<file path="config.mk">
export PLATFORM = sky130hd
export DESIGN_NAME = ctlreg_bank
export DESIGN_NICKNAME = d
export VERILOG_FILES = /design/src/rtl/crb_pkg.sv /design/src/rtl/crb_cycle_ctr.sv /design/src/rtl/crb_once_fsm.sv /design/src/rtl/crb_inval_gen.sv /design/src/rtl/ctlreg_bank.sv
export SDC_FILE = /design/constraint.sdc
export NUM_CORES = 2
export LEC_CHECK = 0
export CORE_MARGIN = 10
export CORE_UTILIZATION = 30
export DETAILED_ROUTE_END_ITERATION = 7
export GPL_ROUTABILITY_DRIVEN = 1
export PLACE_DENSITY = 0.41
export SYNTH_ARGS = -nofsm -noshare
export SYNTH_HDL_FRONTEND = slang
export SYNTH_MEMORY_MAX_BITS = 65536
export SYNTH_SLANG_ARGS = --single-unit
export TNS_END_PERCENT = 20
</file>
<file path="constraint.sdc">
create_clock -name clk -period 15.7 [get_ports clk]
set_input_delay 2.355 -clock clk [delete_from_list [all_inputs] [get_ports clk]]
set_output_delay 2.355 -clock clk [all_outputs]
set_load 0.05 [all_outputs]
</file>
<file path="src/rtl/crb_pkg.sv">
package crb_pkg;
    localparam int DW       = 64;
    localparam int IDX_W    = 6;
    localparam int NSCR     = 8;
    localparam int ASN_W    = 7;
    localparam int CYC_LO_W = 32;
    localparam int ASN_I_LSB = 4;
    localparam int ASN_D_LSB = 57;

    localparam logic [IDX_W-1:0] IX_HBASE    = IDX_W'(8);
    localparam logic [IDX_W-1:0] IX_MISC     = IDX_W'(9);
    localparam logic [IDX_W-1:0] IX_EXC_ADDR = IDX_W'(10);
    localparam logic [IDX_W-1:0] IX_TRAP_REQ = IDX_W'(11);
    localparam logic [IDX_W-1:0] IX_TRAP_ENA = IDX_W'(12);
    localparam logic [IDX_W-1:0] IX_PRI_LVL  = IDX_W'(13);
    localparam logic [IDX_W-1:0] IX_SW_REQ   = IDX_W'(14);
    localparam logic [IDX_W-1:0] IX_MODE_I   = IDX_W'(15);
    localparam logic [IDX_W-1:0] IX_MODE_D   = IDX_W'(16);
    localparam logic [IDX_W-1:0] IX_ISTR_CTL = IDX_W'(17);
    localparam logic [IDX_W-1:0] IX_PTB_I    = IDX_W'(18);
    localparam logic [IDX_W-1:0] IX_PTB_D    = IDX_W'(19);
    localparam logic [IDX_W-1:0] IX_ASN_I    = IDX_W'(20);
    localparam logic [IDX_W-1:0] IX_ASN_D    = IDX_W'(21);
    localparam logic [IDX_W-1:0] IX_CTEST    = IDX_W'(22);
    localparam logic [IDX_W-1:0] IX_CMODE    = IDX_W'(23);
    localparam logic [IDX_W-1:0] IX_MFMODE   = IDX_W'(24);
    localparam logic [IDX_W-1:0] IX_EXC_SUM  = IDX_W'(25);
    localparam logic [IDX_W-1:0] IX_EXC_MSK  = IDX_W'(26);
    localparam logic [IDX_W-1:0] IX_CYC      = IDX_W'(27);
    localparam logic [IDX_W-1:0] IX_CYC_CTL  = IDX_W'(28);
    localparam logic [IDX_W-1:0] IX_RO_0     = IDX_W'(29);
    localparam logic [IDX_W-1:0] IX_RO_1     = IDX_W'(30);
    localparam logic [IDX_W-1:0] IX_RO_2     = IDX_W'(31);
    localparam logic [IDX_W-1:0] IX_RO_3     = IDX_W'(32);
    localparam logic [IDX_W-1:0] IX_IALL_I   = IDX_W'(33);
    localparam logic [IDX_W-1:0] IX_IPROC_I  = IDX_W'(34);
    localparam logic [IDX_W-1:0] IX_IONE_I   = IDX_W'(35);
    localparam logic [IDX_W-1:0] IX_IALL_D   = IDX_W'(36);
    localparam logic [IDX_W-1:0] IX_IPROC_D  = IDX_W'(37);
    localparam logic [IDX_W-1:0] IX_IONE_D   = IDX_W'(38);
    localparam logic [IDX_W-1:0] IX_FLUSH    = IDX_W'(39);
    localparam logic [IDX_W-1:0] IX_INT_CLR  = IDX_W'(40);
    localparam int NREG = int'(IX_INT_CLR) + 1;

    typedef enum logic [3:0] {
        RK_NONE, RK_KEEP, RK_CLEAR, RK_ONCE, RK_CYC, RK_RO,
        RK_WO, RK_INV_ALL, RK_INV_PROC, RK_INV_ONE
    } rule_e;

    typedef struct packed {
        rule_e           kind;
        logic            side;   // 0 instruction side, 1 data side
        logic [DW-1:0]   mask;
    } rule_t;

    function automatic rule_t rule_of(input logic [IDX_W-1:0] ix);
        rule_t r;
        r.kind = RK_NONE;
        r.side = 1'b0;
        r.mask = '1;
        if (int'(ix) < NSCR) begin
            r.kind = RK_KEEP;
        end else begin
            case (ix)
                IX_HBASE, IX_MISC, IX_EXC_ADDR, IX_TRAP_REQ, IX_TRAP_ENA,
                IX_PRI_LVL, IX_SW_REQ, IX_MODE_I, IX_MODE_D, IX_ISTR_CTL,
                IX_PTB_I, IX_PTB_D, IX_ASN_I, IX_ASN_D, IX_CTEST,
                IX_CMODE, IX_MFMODE:           r.kind = RK_KEEP;
                IX_EXC_SUM, IX_EXC_MSK:        r.kind = RK_CLEAR;
                IX_CYC:                        r.kind = RK_CYC;
                IX_CYC_CTL:                    r.kind = RK_ONCE;
                IX_RO_0, IX_RO_1, IX_RO_2, IX_RO_3: r.kind = RK_RO;
                IX_FLUSH, IX_INT_CLR:          r.kind = RK_WO;
                IX_IALL_I, IX_IALL_D:          r.kind = RK_INV_ALL;
                IX_IPROC_I, IX_IPROC_D:        r.kind = RK_INV_PROC;
                IX_IONE_I, IX_IONE_D:          r.kind = RK_INV_ONE;
                default:                       r.kind = RK_NONE;
            endcase
            case (ix)
                IX_EXC_ADDR:              r.mask = ~64'h2;
                IX_TRAP_REQ, IX_TRAP_ENA: r.mask = 64'hF;
                IX_PRI_LVL:               r.mask = 64'h1F;
                IX_SW_REQ:                r.mask = 64'h7_FFF0;
                IX_MODE_I, IX_MODE_D:     r.mask = 64'h18;
                IX_ISTR_CTL:              r.mask = 64'hFF_FFFF_0300;
                IX_PTB_I, IX_PTB_D:       r.mask = 64'hFFFF_FFFF_C000_0000;
                IX_ASN_I:                 r.mask = 64'h7F0;
                IX_ASN_D:                 r.mask = 64'hFE00_0000_0000_0000;
                IX_CTEST:                 r.mask = 64'h1FFB;
                IX_CMODE, IX_MFMODE:      r.mask = 64'h3F;
                default:                  r.mask = '1;
            endcase
            r.side = (ix == IX_IALL_D) || (ix == IX_IPROC_D) || (ix == IX_IONE_D);
        end
        return r;
    endfunction
endpackage

</file>
<file path="src/rtl/crb_cycle_ctr.sv">
module crb_cycle_ctr #(
    parameter int W = 32
) (
    input  logic         clk,
    input  logic         rst_n,
    output logic [W-1:0] count_o
);
    always_ff @(posedge clk) begin
        if (!rst_n) count_o <= '0;
        else        count_o <= count_o + W'(1);
    end
endmodule

</file>
<file path="src/rtl/crb_once_fsm.sv">
module crb_once_fsm (
    input  logic clk,
    input  logic rst_n,
    input  logic hit_i,
    output logic set_o,
    output logic err_o
);
    typedef enum logic {ONCE_OPEN, ONCE_SPENT} once_e;
    once_e st_q, st_d;

    always_ff @(posedge clk) begin
        if (!rst_n) st_q <= ONCE_OPEN;
        else        st_q <= st_d;
    end

    always_comb begin
        st_d  = st_q;
        set_o = 1'b0;
        err_o = 1'b0;
        unique case (st_q)
            ONCE_OPEN: begin
                if (hit_i) st_d = ONCE_SPENT;
            end
            ONCE_SPENT: begin
                set_o = 1'b1;
                err_o = hit_i;
            end
        endcase
    end
endmodule

</file>
<file path="src/rtl/crb_inval_gen.sv">
module crb_inval_gen #(
    parameter int DW    = 64,
    parameter int ASN_W = 7
) (
    input  logic             clk,
    input  logic             rst_n,
    input  logic             fire_all_i,
    input  logic             fire_proc_i,
    input  logic             fire_one_i,
    input  logic [DW-1:0]    addr_i,
    input  logic [ASN_W-1:0] asn_i,
    output logic             all_o,
    output logic             proc_o,
    output logic             one_o,
    output logic [DW-1:0]    addr_o,
    output logic [ASN_W-1:0] asn_o
);
    always_ff @(posedge clk) begin
        if (!rst_n) begin
            all_o  <= 1'b0;
            proc_o <= 1'b0;
            one_o  <= 1'b0;
            addr_o <= '0;
            asn_o  <= '0;
        end else begin
            all_o  <= fire_all_i;
            proc_o <= fire_proc_i;
            one_o  <= fire_one_i;
            addr_o <= fire_one_i ? addr_i : '0;
            asn_o  <= fire_one_i ? asn_i  : '0;
        end
    end
endmodule

</file>
<file path="src/rtl/ctlreg_bank.sv">
module ctlreg_bank
    import crb_pkg::*;
#(
    parameter logic [63:0] HBASE_RST = 64'h0000_0000_0000_8000,
    parameter int          ID_W      = 8,
    parameter int          ID_SLOT   = 6
) (
    input  logic              clk,
    input  logic              rst_n,
    input  logic [ID_W-1:0]   cpu_id,
    input  logic              spec_i,
    input  logic              acc_en_i,
    input  logic              acc_wr_i,
    input  logic [5:0]        acc_idx_i,
    input  logic [63:0]       acc_wdata_i,
    output logic              rd_valid_o,
    output logic [63:0]       rd_data_o,
    output logic              err_o,
    output logic [1:0]        inv_all_o,
    output logic [1:0]        inv_proc_o,
    output logic [1:0]        inv_one_o,
    output logic [63:0]       inv_addr_o,
    output logic [6:0]        inv_asn_o
);
    localparam int NSIDE = 2;

    rule_t acc_rule;
    logic  wr_req, rd_req, store_en, once_hit, once_set, once_err, err_d;
    logic  wr_bad, rd_bad;
    logic [DW-1:0] store_val, rd_val;
    logic [DW-1:0] regs [NREG];
    logic [CYC_LO_W-1:0] cyc_lo;

    function automatic logic [DW-1:0] rst_val(input int i, input logic [ID_W-1:0] id);
        if (i == int'(IX_MISC))  return DW'(6);
        if (i == int'(IX_HBASE)) return HBASE_RST;
        if (i == ID_SLOT)        return DW'(id);
        return '0;
    endfunction

    assign acc_rule = rule_of(acc_idx_i);
    assign wr_req   = acc_en_i && acc_wr_i && !spec_i;
    assign rd_req   = acc_en_i && !acc_wr_i;
    assign once_hit = wr_req && (acc_rule.kind == RK_ONCE);

    assign store_en = wr_req && (acc_rule.kind inside
        {RK_KEEP, RK_CLEAR, RK_CYC, RK_WO, RK_INV_ALL, RK_INV_PROC, RK_INV_ONE});
    assign wr_bad   = wr_req && (acc_rule.kind inside {RK_RO, RK_NONE});
    assign rd_bad   = rd_req && (acc_rule.kind inside
        {RK_WO, RK_INV_ALL, RK_INV_PROC, RK_INV_ONE, RK_NONE});
    assign err_d    = wr_bad || rd_bad || once_err;

    always_comb begin
        unique case (acc_rule.kind)
            RK_CLEAR, RK_INV_ALL, RK_INV_PROC: store_val = '0;
            default:                           store_val = acc_wdata_i & acc_rule.mask;
        endcase
    end

    always_comb begin
        rd_val = '0;
        unique case (acc_rule.kind)
            RK_KEEP, RK_CLEAR, RK_RO: rd_val = regs[acc_idx_i];
            RK_CYC:  rd_val = {regs[acc_idx_i][DW-1:CYC_LO_W], cyc_lo};
            RK_ONCE: rd_val = {{(DW-1){1'b0}}, once_set};
            default: rd_val = '0;
        endcase
    end

    always_ff @(posedge clk) begin
        if (!rst_n) begin
            for (int i = 0; i < NREG; i++) regs[i] <= rst_val(i, cpu_id);
        end else if (store_en) begin
            regs[acc_idx_i] <= store_val;
        end
    end

    always_ff @(posedge clk) begin
        if (!rst_n) begin
            rd_valid_o <= 1'b0;
            rd_data_o  <= '0;
            err_o      <= 1'b0;
        end else begin
            rd_valid_o <= rd_req;
            rd_data_o  <= rd_req ? rd_val : '0;
            err_o      <= err_d;
        end
    end

    crb_cycle_ctr #(.W(CYC_LO_W)) u_cyc (
        .clk     (clk),
        .rst_n   (rst_n),
        .count_o (cyc_lo)
    );

    crb_once_fsm u_once (
        .clk   (clk),
        .rst_n (rst_n),
        .hit_i (once_hit),
        .set_o (once_set),
        .err_o (once_err)
    );

    logic [ASN_W-1:0] cur_asn  [NSIDE];
    logic [ASN_W-1:0] side_asn [NSIDE];
    logic [DW-1:0]    side_addr[NSIDE];

    assign cur_asn[0] = regs[IX_ASN_I][ASN_I_LSB +: ASN_W];
    assign cur_asn[1] = regs[IX_ASN_D][ASN_D_LSB +: ASN_W];

    for (genvar s = 0; s < NSIDE; s++) begin : g_side
        logic on_side;
        assign on_side = (acc_rule.side == 1'(s));
        crb_inval_gen #(.DW(DW), .ASN_W(ASN_W)) u_gen (
            .clk         (clk),
            .rst_n       (rst_n),
            .fire_all_i  (wr_req && on_side && (acc_rule.kind == RK_INV_ALL)),
            .fire_proc_i (wr_req && on_side && (acc_rule.kind == RK_INV_PROC)),
            .fire_one_i  (wr_req && on_side && (acc_rule.kind == RK_INV_ONE)),
            .addr_i      (acc_wdata_i),
            .asn_i       (cur_asn[s]),
            .all_o       (inv_all_o[s]),
            .proc_o      (inv_proc_o[s]),
            .one_o       (inv_one_o[s]),
            .addr_o      (side_addr[s]),
            .asn_o       (side_asn[s])
        );
    end

    assign inv_addr_o = side_addr[0] | side_addr[1];
    assign inv_asn_o  = side_asn[0]  | side_asn[1];
endmodule

</file>
# After elaboration in Yosys (flattened, before gate mapping)
# Memories as Yosys holds them, arrays and structs flattened. A register that Yosys moved wholly into a read port is not among the register bits.
# Cells that the tools add are included.
[word_totals]
romBits = 2304
wordCells = 90
mem_bits_rw = 2624
mem_count = 3
regBits = 233
[memory_table]
columns = ["name", "depth", "word_bits", "rd", "rd_clocked_by_memory_dff", "write_ports", "line", "text"]
rows = [
  ["regs", 41, 64, 3, 2, 41, "ctlreg_bank.sv:31", "logic [DW-1:0] regs [NREG];"],
  ["(no name shown)", 32, 64, 1, 0, 0, "crb_pkg.sv:79", "case (ix)"],
  ["(no name shown)", 64, 4, 1, 0, 0, "crb_pkg.sv:64", "case (ix)"],
]
[op_classes]
n_eq_ne = 12
reduce_logical = 33
n_bitwise = 4
n_addsub = 1
muxes = 23
n_lt_le_gt_ge = 1
[op_table]
columns = ["operator", "n"]
rows = [
  ["$mux W64", 6],
  ["$pmux W64 S3", 1],
  ["$mux W65", 1],
  ["$and A64 B64 Y64", 1],
  ["$or A64 B64 Y64", 1],
  ["$reduce_or A64 Y1", 1],
  ["$add A32 B1 Y32 const B", 1],
  ["$eq A6 B6 Y1 const B", 3],
  ["$eq A4 B3 Y1 const B", 4],
  ["$mux W16", 1],
  ["$logic_and A1 B1 Y1", 15],
  ["$mux W1", 10],
  ["$eq A4 B2 Y1 const B", 2],
  ["$eq A4 B4 Y1 const B", 2],
  ["$mux W8", 1],
  ["$or A7 B7 Y7", 1],
  ["$reduce_bool A7 Y1", 1],
  ["$lt A6 B4 Y1 const B", 1],
  ["$mux W6", 1],
  ["$reduce_and A2 Y1", 3],
  ["$reduce_or A3 Y1", 2],
  ["$reduce_bool A5 Y1", 1],
  ["$eq A4 B1 Y1 const B", 1],
  ["$logic_not A1 Y1", 4],
  ["6 further kinds", 9],
]

# Longest topological paths before layout
[depth]
depth_word = 10
ltp_mapped = 18
depth_no_buf = 9

# Hierarchy
# Synthesis repeated with hierarchy kept, for this count alone.
[unflattened]
hier_cells = 11510
hier_area_um2 = 171558.3
[by_module_without_submodules]
columns = ["mod", "cells_per_inst", "seq_area_each_um2", "area_each_um2", "instances"]
rows = [
  ["ctlreg_bank", 11009, 119754.9, 165857.8, 1],
  ["crb_inval_gen", 163, 1481.4, 2088.3, 2],
  ["crb_cycle_ctr", 172, 640.6, 1488.9, 1],
  ["crb_once_fsm", 3, 20.0, 35.0, 1],
]

# Least setup slack after synthesis
# No wires, ideal clock.
[synth_timing]
path_kind = "input-to-reg"
startpoint = "input port acc_idx_i[1]"
endpoint = "memory regs[24][0], enable pin"
slack_ns = 4.907
arrival_ns = 10.219
cell_stages = 17
path_buffers = 8
required_time_ns = 15.126
cell_sequence = "buf_2 > inv_2 > buf_2 > buf_1 > clkbuf_1 > clkbuf_1 > ha_1 > nor2b_1 > o21ai_1 > o22a_1 > buf_2 > nand3_1 > a21oi_2 > or4_1 > buf_2 > clkbuf_1 > o21ai_0"
[synth_lines]
columns = ["element", "line", "text"]
rows = [
  ["from (decl)", "ctlreg_bank.sv:14", "input logic [5:0] acc_idx_i,"],
  ["to (decl)", "ctlreg_bank.sv:31", ""],
]

==> flow_summary.json <==
{
  "hold_start": "regs[21][57]",
  "powerDensity_mw_per_mm2": 130,
  "cts_root_buf": "clkbuf_16",
  "antenna_left": 0,
  "start_util": 0.301,
  "combPwrFrac": 0.093,
  "grt_pass1_wl_um": 1070000,
  "ff2ff_path_depth": 7,
  "cp_slowest_cell": "buf_4",
  "path_cells": "buf_8 > inv_8 > buf_4 > ha_1 > nor2b_1 > o21ai_1 > o22ai_2 > mux2_4 > a211oi_4 > buf_4 > nand2_1 > nand2_4 > buf_4",
  "placementRows": 277,
  "avgViaCountPerCell": 5.61,
  "clockBufferDepth": 4,
  "wl_per_cell_um": 37.6,
  "async_reset_ff_frac": 0,
  "switchingPower_mw": 6.86,
  "grt_max_degree": 125,
  "port_buffers": 225,
  "hold_viol_final": 0,
  "critPathMaxStageDelay_ns": 0.90,
  "cap_violations": 1,
  "crit_fanout": 48,
  "post_cts_buffers": 0,
  "cpMostUsedCell": "buf_4",
  "critPathArrivalTime_ns": 8.83,
  "fp.dieH_um": 775,
  "gp_congestion": 0.878,
  "first_global_vias": 117000,
  "drive_gt1_frac": 0.151,
  "cp.required_ns": 16.38,
  "switching_share": 0.258,
  "synth_cell_types": 85,
  "vdd_drop_max_mv": 0.0927,
  "routed_wl_um": 813000,
  "finalPower_mw": 26.6,
  "finalCriticalPeriod_ns": 8.15,
  "period_share": 0.519,
  "violations": "capacitance limit, slew limit",
  "p_int_mw": 19.7,
  "p_seq_frac": 0.494,
  "min_path_type": "register to register",
  "hold_path_depth": 1,
  "synth_seq_cells": 4167,
  "tns_ns": 0,
  "synth-edff-count": 3920,
  "final_common_cell": "edfxtp_1",
  "slew_violations": 1,
  "drc": 0,
  "rsz0062_at_grt": "no",
  "setup_viol": 0,
  "htree_num_levels": 5,
  "area_delta_synth_final_pct": 19.4,
  "slew-limit-headroom": -0.00948,
  "pwr-share-clk": 0.413,
  "antenna_found_initial": 116,
  "cts_resized": 0,
  "dieArea_mm2": 0.601,
  "vias": 121000,
  "drt_iter0_markers": 17700,
  "syn-cell-area_mm2": 0.171,
  "cts.sinks": 4167,
  "fp.dieW_um": 775,
  "drt-pass1-iter-count": 6,
  "endpoint_kind": "register",
  "worstMarginPinSlew_ns": 1.50,
  "worstSkewPairLatency_ns": 1.09,
  "grtUsageTotal": 0.259,
  "synth_cells": 11900,
  "path_class": "input pin to register",
  "startpoint_type": "input pin",
  "layout_common_cells": "3920 x edfxtp_1, 1660 x conb_1, 1297 x nor2_1",
  "nets": 13700,
  "syn_avg_cell_area_um2": 14.4,
  "ys.warnings.count": 0,
  "path_buf_inv": 5,
  "post-dp-hpwl_um": 488000,
  "power_leakage_nw": 70.3,
  "fmax_mhz": 123,
  "cts_tree": "done",
  "finClkSkew_ns": 0.0864,
  "boundaryPins": 226,
  "worst-path-stages": 13,
  "core_area_mm2": 0.569,
  "status": "complete, but fails checks",
  "ys_seq_area_frac": 0.717,
  "numCtsBuffers": 471,
  "rr_startpoint": "regs[8][61]",
  "clk_pin_slew_ns": 0.06,
  "cts_hold_buf": 0,
  "synth_ff_type": "edfxtp_1",
  "cpLargestDelayFamily": "buffers and inverters",
  "crit_start": "acc_idx_i[0]",
  "grt.overflow.total": 0
}
cell type report:
cell class	count	area (um^2)
antenna	66	165
clock buffer	672	13200
clock inverter	219	1950
fill	54900	364000
inverter	26	120
multi-input combinational	8206	50500
sequential	4167	123000
tap	7533	9430
timing repair buffer	722	6280
path summary, 6_finish.rpt:
path | slack, ns | endpoint
min | 0.50 | g_side[1].u_gen.asn_o[0]
min reg2reg | 0.50 | g_side[1].u_gen.asn_o[0]
max | 7.55 | regs[34][40]
max reg2reg | 12.60 | rd_data_o[61]
routing by layer:
metal	wire length, um	up-vias	global-route usage	part of all wire
met5	219	-	0	0.00027
met4	36500	30	0.104	0.045
met3	84200	1528	0.0600	0.10
met2	363000	7581	0.403	0.45
met1	330000	64100	0.351	0.41
li1	-	48000	-	-
power by group through the flow:
stage                     Sequential, mW  Clock (mW)  Combinational (mW)
after floorplan                     13.3           0                1.13
after global placement              13.3           0                2.39
after detailed placement            13.4           0                2.40
after CTS                           13.1        11.2                2.41
after global routing                13.2        11.6                2.52
final                               13.1        11.0                2.47
Yosys cell counts, types with 21 or more instances:
cell / number / share of area
edfxtp_1: 3920 / 0.69
nor2_1: 1330 / 0.029
o22ai_1: 754 / 0.028
clkbuf_1: 600 / 0.013
nor3_1: 518 / 0.015
nand2_1: 451 / 0.0099
and3_1: 431 / 0.016
o21ai_0: 377 / 0.011
o221ai_1: 361 / 0.018
a21oi_1: 354 / 0.010
mux2_2: 354 / 0.023
buf_2: 331 / 0.0097
mux2i_1: 287 / 0.017
dfxtp_1: 247 / 0.029
and2_1: 193 / 0.0071
mux4_2: 183 / 0.024
nor3_2: 146 / 0.0085
nand3_1: 140 / 0.0041
buf_1: 114 / 0.0025
or2_2: 76 / 0.0028
a22oi_1: 63 / 0.0028
a221oi_1: 61 / 0.0031
buf_4: 42 / 0.0018
o22a_1: 38 / 0.0019
nor4_1: 37 / 0.0014
o211ai_1: 34 / 0.0015
a222oi_1: 30 / 0.0018
buf_6: 30 / 0.0020
a211oi_1: 28 / 0.0012
inv_1: 23 / 0.00050
xnor2_1: 22 / 0.0011
a22o_1: 21 / 0.0011
through the flow:
step	area [um^2]	hold slack, ns	setup slack [ns]	instances	utilization
3_5_place_dp	189000	0.480	6.63	20700	0.332
2_1_floorplan	177000	0.442	4.91	13500	-
6_report	204000	0.498	7.55	21600	0.359
3_3_place_gp	189000	0.474	6.67	20700	0.332
5_1_grt	204000	0.528	7.61	21600	0.359
4_1_cts	204000	0.493	7.75	21500	0.359
worst register-to-register path, stage by stage (launching register included):
cell,delay (ns)
edfxtp_1,0.32
mux2_2,0.15
o22ai_1,0.07
o21ai_0,0.77
a21oi_1,0.14
a21oi_1,0.71
o21ai_0,0.64
nor3_1,0.27
state kept, by name, indices dropped and copies added, names as in the netlist:
signal               flops
g_side.u_gen.all_o       2
err_o                    1
u_cyc.count_o           32
u_once.st_q              1
rd_data_o               64
regs                  3920
rd_valid_o               1
g_side.u_gen.proc_o      2
g_side.u_gen.asn_o      14
g_side.u_gen.addr_o    128
g_side.u_gen.one_o       2
cells by family after synthesis:
group,count (synthesis),synth area share
flops,4167,0.717
simple gates,3418,0.0982
compound gates,2269,0.0886
buf+inv,1143,0.0297
mux,825,0.0643
xor+xnor,26,0.00133
fa+ha+maj,8,0.000585
other cells,1,0.0000219
Power figures use the tool's default switching activity.
